<file path="src/rtl/ccr_pkg.sv">
package ccr_pkg;
   localparam int CCR_W = 8;

   // flag bit positions (upper four pass through)
   localparam int BIT_S = 7;
   localparam int BIT_X = 6;
   localparam int BIT_H = 5;
   localparam int BIT_I = 4;
   localparam int BIT_N = 3;
   localparam int BIT_Z = 2;
   localparam int BIT_V = 1;
   localparam int BIT_C = 0;

   localparam logic [CCR_W-1:0] NZVC_MASK =
      CCR_W'((1 << BIT_N) | (1 << BIT_Z) | (1 << BIT_V) | (1 << BIT_C));

   typedef enum logic [1:0] {
      CLS_ADD = 2'b00,
      CLS_SUB = 2'b01,
      CLS_TST = 2'b10,
      CLS_SHF = 2'b11
   } op_cls_e;

   typedef struct packed {
      logic n;
      logic z;
      logic v;
      logic c;
   } nzvc_t;
endpackage

</file>
<file path="src/rtl/ccr_lane.sv">
module ccr_lane
   import ccr_pkg::*;
#(
   parameter int W = 8
) (
   input  logic [W-1:0] a,
   input  logic [W-1:0] b,
   input  logic [W-1:0] r,
   input  op_cls_e      cls,
   input  logic         c_old,
   output nzvc_t        flg
);
   localparam int MSB = W - 1;

   logic [W-1:0] add_c_vec, add_v_vec, sub_c_vec, sub_v_vec;
   logic         neg, zero;

   assign neg  = r[MSB];
   assign zero = (r == '0);

   assign add_c_vec = (a & b) | (b & ~r) | (a & ~r);
   assign add_v_vec = (a & b & ~r) | (~a & ~b & r);
   assign sub_c_vec = (~a & b) | (b & r) | (~a & r);
   assign sub_v_vec = (a & ~b & ~r) | (~a & b & r);

   always_comb begin
      flg.n = neg;
      flg.z = zero;
      unique case (cls)
         CLS_ADD: begin
            flg.c = add_c_vec[MSB];
            flg.v = add_v_vec[MSB];
         end
         CLS_SUB: begin
            flg.c = sub_c_vec[MSB];
            flg.v = sub_v_vec[MSB];
         end
         CLS_TST: begin
            flg.c = c_old;
            flg.v = 1'b0;
         end
         default: begin
            flg.c = c_old;
            flg.v = neg ^ c_old;
         end
      endcase
   end


   always_comb begin
      z_n_excl_chk: assert (!(flg.z && flg.n) || $isunknown(r));
   end
endmodule

</file>
<file path="src/rtl/ccr_merge.sv">
module ccr_merge
   import ccr_pkg::*;
(
   input  logic [CCR_W-1:0] base,
   input  nzvc_t            flg,
   output logic [CCR_W-1:0] merged
);
   logic [CCR_W-1:0] ins;

   always_comb begin
      ins        = '0;
      ins[BIT_N] = flg.n;
      ins[BIT_Z] = flg.z;
      ins[BIT_V] = flg.v;
      ins[BIT_C] = flg.c;
   end

   // clear the flag field, then insert the new values
   assign merged = (base & ~NZVC_MASK) | ins;
endmodule

</file>
<file path="src/rtl/ccr_flag_unit.sv">
module ccr_flag_unit
   import ccr_pkg::*;
#(
   parameter int               DATA_W   = 16,
   parameter int               NARROW_W = 8,
   parameter logic [CCR_W-1:0] RST_CCR  = 8'hD0
) (
   input  logic              clk,
   input  logic              rst_n,
   input  logic              upd_en,
   input  logic [1:0]        op_cls,
   input  logic              wide,
   input  logic [DATA_W-1:0] opa,
   input  logic [DATA_W-1:0] opb,
   input  logic [DATA_W-1:0] res,
   input  logic [CCR_W-1:0]  ccr_in,
   output logic [CCR_W-1:0]  ccr_q
);
   localparam int N_LANES = 2;

   if (NARROW_W >= DATA_W) begin : g_bad_w
      $error("NARROW_W must be smaller than DATA_W");
   end
   if (NARROW_W < 2) begin : g_bad_n
      $error("NARROW_W must be at least 2");
   end

   op_cls_e          cls;
   nzvc_t            lane_flg [N_LANES];
   nzvc_t            sel_flg;
   logic [CCR_W-1:0] ccr_nxt;

   assign cls = op_cls_e'(op_cls);

   for (genvar i = 0; i < N_LANES; i++) begin : g_lane
      localparam int LW = (i == 0) ? NARROW_W : DATA_W;
      ccr_lane #(.W(LW)) u_lane (
         .a     (opa[LW-1:0]),
         .b     (opb[LW-1:0]),
         .r     (res[LW-1:0]),
         .cls   (cls),
         .c_old (ccr_in[BIT_C]),
         .flg   (lane_flg[i])
      );
   end

   assign sel_flg = wide ? lane_flg[1] : lane_flg[0];

   ccr_merge u_merge (
      .base   (ccr_in),
      .flg    (sel_flg),
      .merged (ccr_nxt)
   );

   always_ff @(posedge clk or negedge rst_n) begin
      if (!rst_n)      ccr_q <= RST_CCR;
      else if (upd_en) ccr_q <= ccr_nxt;
   end


   hold_chk: assert property (@(posedge clk) disable iff (!rst_n)
      !upd_en |=> $stable(ccr_q));


   upper_keep_chk: assert property (@(posedge clk) disable iff (!rst_n)
      upd_en |=> ccr_q[CCR_W-1:BIT_I] == $past(ccr_in[CCR_W-1:BIT_I]));


   tst_v_clr_chk: assert property (@(posedge clk) disable iff (!rst_n)
      (upd_en && cls == CLS_TST) |=>
         (!ccr_q[BIT_V] && ccr_q[BIT_C] == $past(ccr_in[BIT_C])));


   shf_v_chk: assert property (@(posedge clk) disable iff (!rst_n)
      (upd_en && cls == CLS_SHF) |=>
         (ccr_q[BIT_V] == (ccr_q[BIT_N] ^ $past(ccr_in[BIT_C]))));
endmodule

</file>
<file path="config.mk">
export PLATFORM = sky130hd
export DESIGN_NAME = ccr_flag_unit
export DESIGN_NICKNAME = d
export VERILOG_FILES = /design/src/rtl/ccr_pkg.sv /design/src/rtl/ccr_lane.sv /design/src/rtl/ccr_merge.sv /design/src/rtl/ccr_flag_unit.sv
export SDC_FILE = /design/constraint.sdc
export NUM_CORES = 1
export LEC_CHECK = 0
export BUFFER_PORTS_ARGS = -buffer_cell sky130_fd_sc_hd__buf_2
export CORE_MARGIN = 2
export CORE_UTILIZATION = 35
export DETAILED_ROUTE_END_ITERATION = 12
export GPL_ROUTABILITY_DRIVEN = 0
export PLACE_DENSITY = 0.83
export SLEW_MARGIN = 15
export SYNTH_ARGS = -nofsm -noshare
export SYNTH_HDL_FRONTEND = slang
export SYNTH_SLANG_ARGS = --single-unit
</file>
<file path="constraint.sdc">
create_clock -name clk -period 2.2 [get_ports clk]
set_input_delay 0 -clock clk [delete_from_list [all_inputs] [get_ports clk]]
set_output_delay 0 -clock clk [all_outputs]
set_load 0.05 [all_outputs]
</file>
Word level (Yosys, flattened, before mapping)
Index checks and enable logic that the tools add are counted.
Widths: inputs -> output; s select.
- word-level logic and storage cells: 54
- register bits after elaboration: 8
- input port bits: 62
- equality and inequality tests: 2
- reductions and logical operators: 3
- bitwise logic cells: 45
- multiplexer cells: 3
- operators by type and width (operator ; count):
    $and 16x16->16 ; 12
    $and 8x8->8 ; 12
    $or 16x16->16 ; 6
    $not 16->16 ; 3
    $or 8x8->8 ; 6
    $not 8->8 ; 3
    $logic_not 16->1 ; 1
    $pmux 2 s3 ; 2
    $logic_not 8->1 ; 1
    $or 8x4->8 ; 1
    $mux 4 ; 1
    $eq 2x1->1 const B ; 1
    $eq 2x2->1 const B ; 1
    $logic_not 2->1 ; 1
    $xor 1x1->1 ; 2

Depth between registers and ports, before layout
- depth in word-level cells: 7
- mapped depth: 5

Hierarchy
From an unflattened synthesis, not the netlist that was laid out.
- cells, all modules: 74
- area, all modules: 733.2 um2
- by module, submodules not included (module ; area each (um2) ; cells an instance ; times used ; sequential area each (um2)):
    ccr_flag_unit ; 380.4 ; 21 ; 1 ; 203.9
    ccr_lane (g_lane[1].u_lane) ; 151.4 ; 24 ; 1 ; 0.0
    ccr_lane (g_lane[0].u_lane) ; 141.4 ; 21 ; 1 ; 0.0
    ccr_merge ; 60.1 ; 8 ; 1 ; 0.0

Least setup slack after synthesis
OpenSTA, ideal clock, no wires.
- path kind: register -> register
- from: reg, netlist name ccr_q[0]
- to: reg ccr_q[0]
- library setup time: 90 ps
- arrival time: 1024 ps
- slack: 1086 ps
- period minus slack after synthesis: 1114 ps
- cell stages (with the launch flop): 5
- path buffers: 0
- cells stage by stage: dfrtp_1 > nor2_1 > nor2_1 > o2111ai_1 > o2111ai_1
- RTL lines (what ; line ; source):
    to (signal assigned) ; ccr_flag_unit.sv:57 ; else if (upd_en) ccr_q <= ccr_nxt;
    to (decl) ; ccr_flag_unit.sv:17 ; output logic [CCR_W-1:0] ccr_q

Final worst setup path
- from: reg ccr_q[6]
- to: out ccr_q[6]
No word-level cell between the ends.

==> impl_metrics.py <==
metrics = {
    "outcome": {
        "status": "complete, no violations",
    },
    "global_route": {
        "grt_start_max_net_pins": 15,
        "grt-ovfl-total": 0,
        "grt_antenna_before_repair": 0,
        "grt_pass1_vias": 646,
        "grt_pass1_wl_um": 2590,
        "grt_usage_pct": 17.6,
    },
    "logic_synthesis": {
        "synth_edf_count": 0,
        "synth-seq-cells": 8,
        "seq_area_frac_synth_pct": 34.4,
        "ys_warn_count": 0,
        "syn_area_um2": 593,
        "ys_types": 33,
        "synth_top_area_share_pct": 21.1,
        "async_flop_share_pct": 100,
        "syn_inst": 70,
        "ys_dominant_reg_cell": "dfrtp_1",
        "ys_top_cells_by_area": "dfrtp_1 (21%), dfstp_2 (13%), mux2_2 (7.6%)",
        "syn-num-nets": 132,
        "synth_area_leader_cell": "dfrtp_1",
        "syn_area_per_cell_um2": 8.47,
    },
    "min_path": {
        "hp-class": "in -> reg",
    },
    "detailed_routing": {
        "viasPerCell": 5.31,
        "wl_per_cell_um": 12.3,
        "ant_nets": 0,
        "detail_route.iter0.violations": 12,
        "vias": 674,
        "drcViolationCount": 0,
        "firstDrtPassIters": 4,
        "routed_wl_um": 1560,
    },
    "power": {
        "ir_drop_mv": 0.315,
        "power_density_nw_per_um2": 550,
        "leakagePower_nw": 0.403,
    },
    "die": {
        "rows": 14,
        "die_x_um": 45.2,
        "start_util_pct": 38.5,
        "io_pins": 70,
        "die-area_um2": 2040,
        "dieHeight_um": 45.2,
        "coreArea_um2": 1540,
    },
    "sta": {
        "finClkSkew_ns": 0,
        "max_freq_mhz": 966,
        "setup_viol": 0,
        "worst_pin_slew_ns": 0.324,
        "slew_headroom_pct": 78.1,
        "fin_ws_ns": 1.17,
        "hold_viol": 0,
        "period_share_pct": 47.0,
        "slew_viol_final": 0,
        "rsz0062_at_grt": "false",
        "period_needed_ns": 1.03,
        "fin_tns_setup_ns": 0,
    },
    "placement": {
        "dp_hpwl_um": 1260,
        "portBuffers": 38,
        "place_ws_ns": 1.03,
    },
    "clock_network": {
        "cts_tree": "yes",
        "clk_pin_slew_ns": 0.06,
        "post_cts_resized": 0,
        "numCtsBuffers": 3,
        "htreeDepth": 1,
        "clk_path_buf_depth": 2,
        "cts_sinks": 8,
        "hold_buffers": 5,
        "clock_latency_ns": 0.25,
        "cts_setup_buffers": 0,
        "root_buffer": "clkbuf_4",
    },
    "layout": {
        "drive_above_1_share_pct": 44.1,
        "nets": 174,
        "top_regs": "ccr_q x8",
        "largest_reg_flops": 8,
        "antenna_cells": 0,
        "areaGrowthSynthToFinish_pct": 42.4,
        "layout_commonest_cell": "buf_2",
        "top_register": "ccr_q",
        "mostFrequentLayoutCells": "buf_2 (38), nor2_1 (9), inv_1 (6), dfrtp_1 (5), dlygate4sd3_1 (5)",
    },
    "worst_setup_path": {
        "critPathKind": "reg -> out",
        "path_cells": "buf_2",
        "start_kind": "register",
        "crit_required_ns": 2.20,
        "path_buf_inv": 1,
        "path_delay_family": "flip-flops",
        "cp-end-kind": "output pin",
        "worst_ep_arrival_time_ns": 1.03,
        "crit_slowest_cell": "dfstp_2",
        "worst_path_largest_cell_delay_ns": 0.52,
        "critPathMaxFanout": 2,
    },
    "run": {
        "max_cap_violations": 0,
    },
}
## cells in the mapped netlist (all sizes together) (2+ instances only)
cell / number
nor3: 2
clkbuf: 4
buf: 2
dfrtp: 5
a21oi: 3
xor2: 2
o2111ai: 2
nand3: 3
nand2: 4
nor2: 9
mux2: 4
a31oi: 4
inv: 6
dfstp: 3
nor4: 2
## worst min-delay path, stage by stage
cell     delay [ns]
buf_2          0.07
nor2_1         0.03
nand3_1        0.06
o22ai_1        0.06
## cell families after synthesis
group / synth area share [%]
AOI/OAI and AO/OA: 18.1
DFF: 34.4
and+or+nand+nor: 22.4
xor gates and xnor gates: 4.43
buffers and inverters: 9.70
adders and majority gates: 1.69
muxes: 9.28
## layer usage
metal  track usage, %  vias to the layer above  routed length (µm)
li1                 -                      334                   -
met4             9.41                        0                  31
met2             31.7                       29                 842
met5                0                        -                   0
met3             3.60                        5                  89
met1             19.1                      306                 593
## final timing paths
kind	end	cells after the start	slack, ns	from
min in group asynchronous	ccr_q[2]	2	0.10	rst_n
max in group asynchronous	ccr_q[6]	2	1.86	rst_n
setup reg to reg	ccr_q[0]	4	1.30	ccr_q[0]
setup / recovery	ccr_q[6]	1	1.17	ccr_q[6]
hold / removal	ccr_q[2]	4	0.004	res[6]
hold reg to reg	ccr_q[5]	1	0.53	ccr_q[5]
## cell type report
| cell class | instances | area (µm²) |
|---|---|---|
| tap | 16 | 20.0 |
| multi-input combinational | 50 | 332 |
| sequential | 8 | 204 |
| inverter | 6 | 22.5 |
| clock buffer | 4 | 26.3 |
| fill | 154 | 697 |
| timing repair buffer | 43 | 240 |
## power by group
part	total (W)	switching, W	internal, W	leakage, nW
sequential	0.000174	0.00000748	0.000166	0.0921
combinational	0.000169	0.000107	0.0000621	0.296
clock	0.000121	0.0000517	0.0000695	0.0150
## per-stage QoR
stage	instance area, µm²	utilization, %	instances	power (W)	hold WS, ns
floorplan	593	-	70	0.000285	-0.296
global placement	768	49.8	118	0.000334	-0.158
detailed placement	768	49.8	118	0.000340	-0.151
CTS	845	54.8	127	0.000471	0.00293
global route	845	54.8	127	0.000496	0.0186
finish	845	54.8	127	0.000464	0.00436
Power figures use the tool's default switching activity.
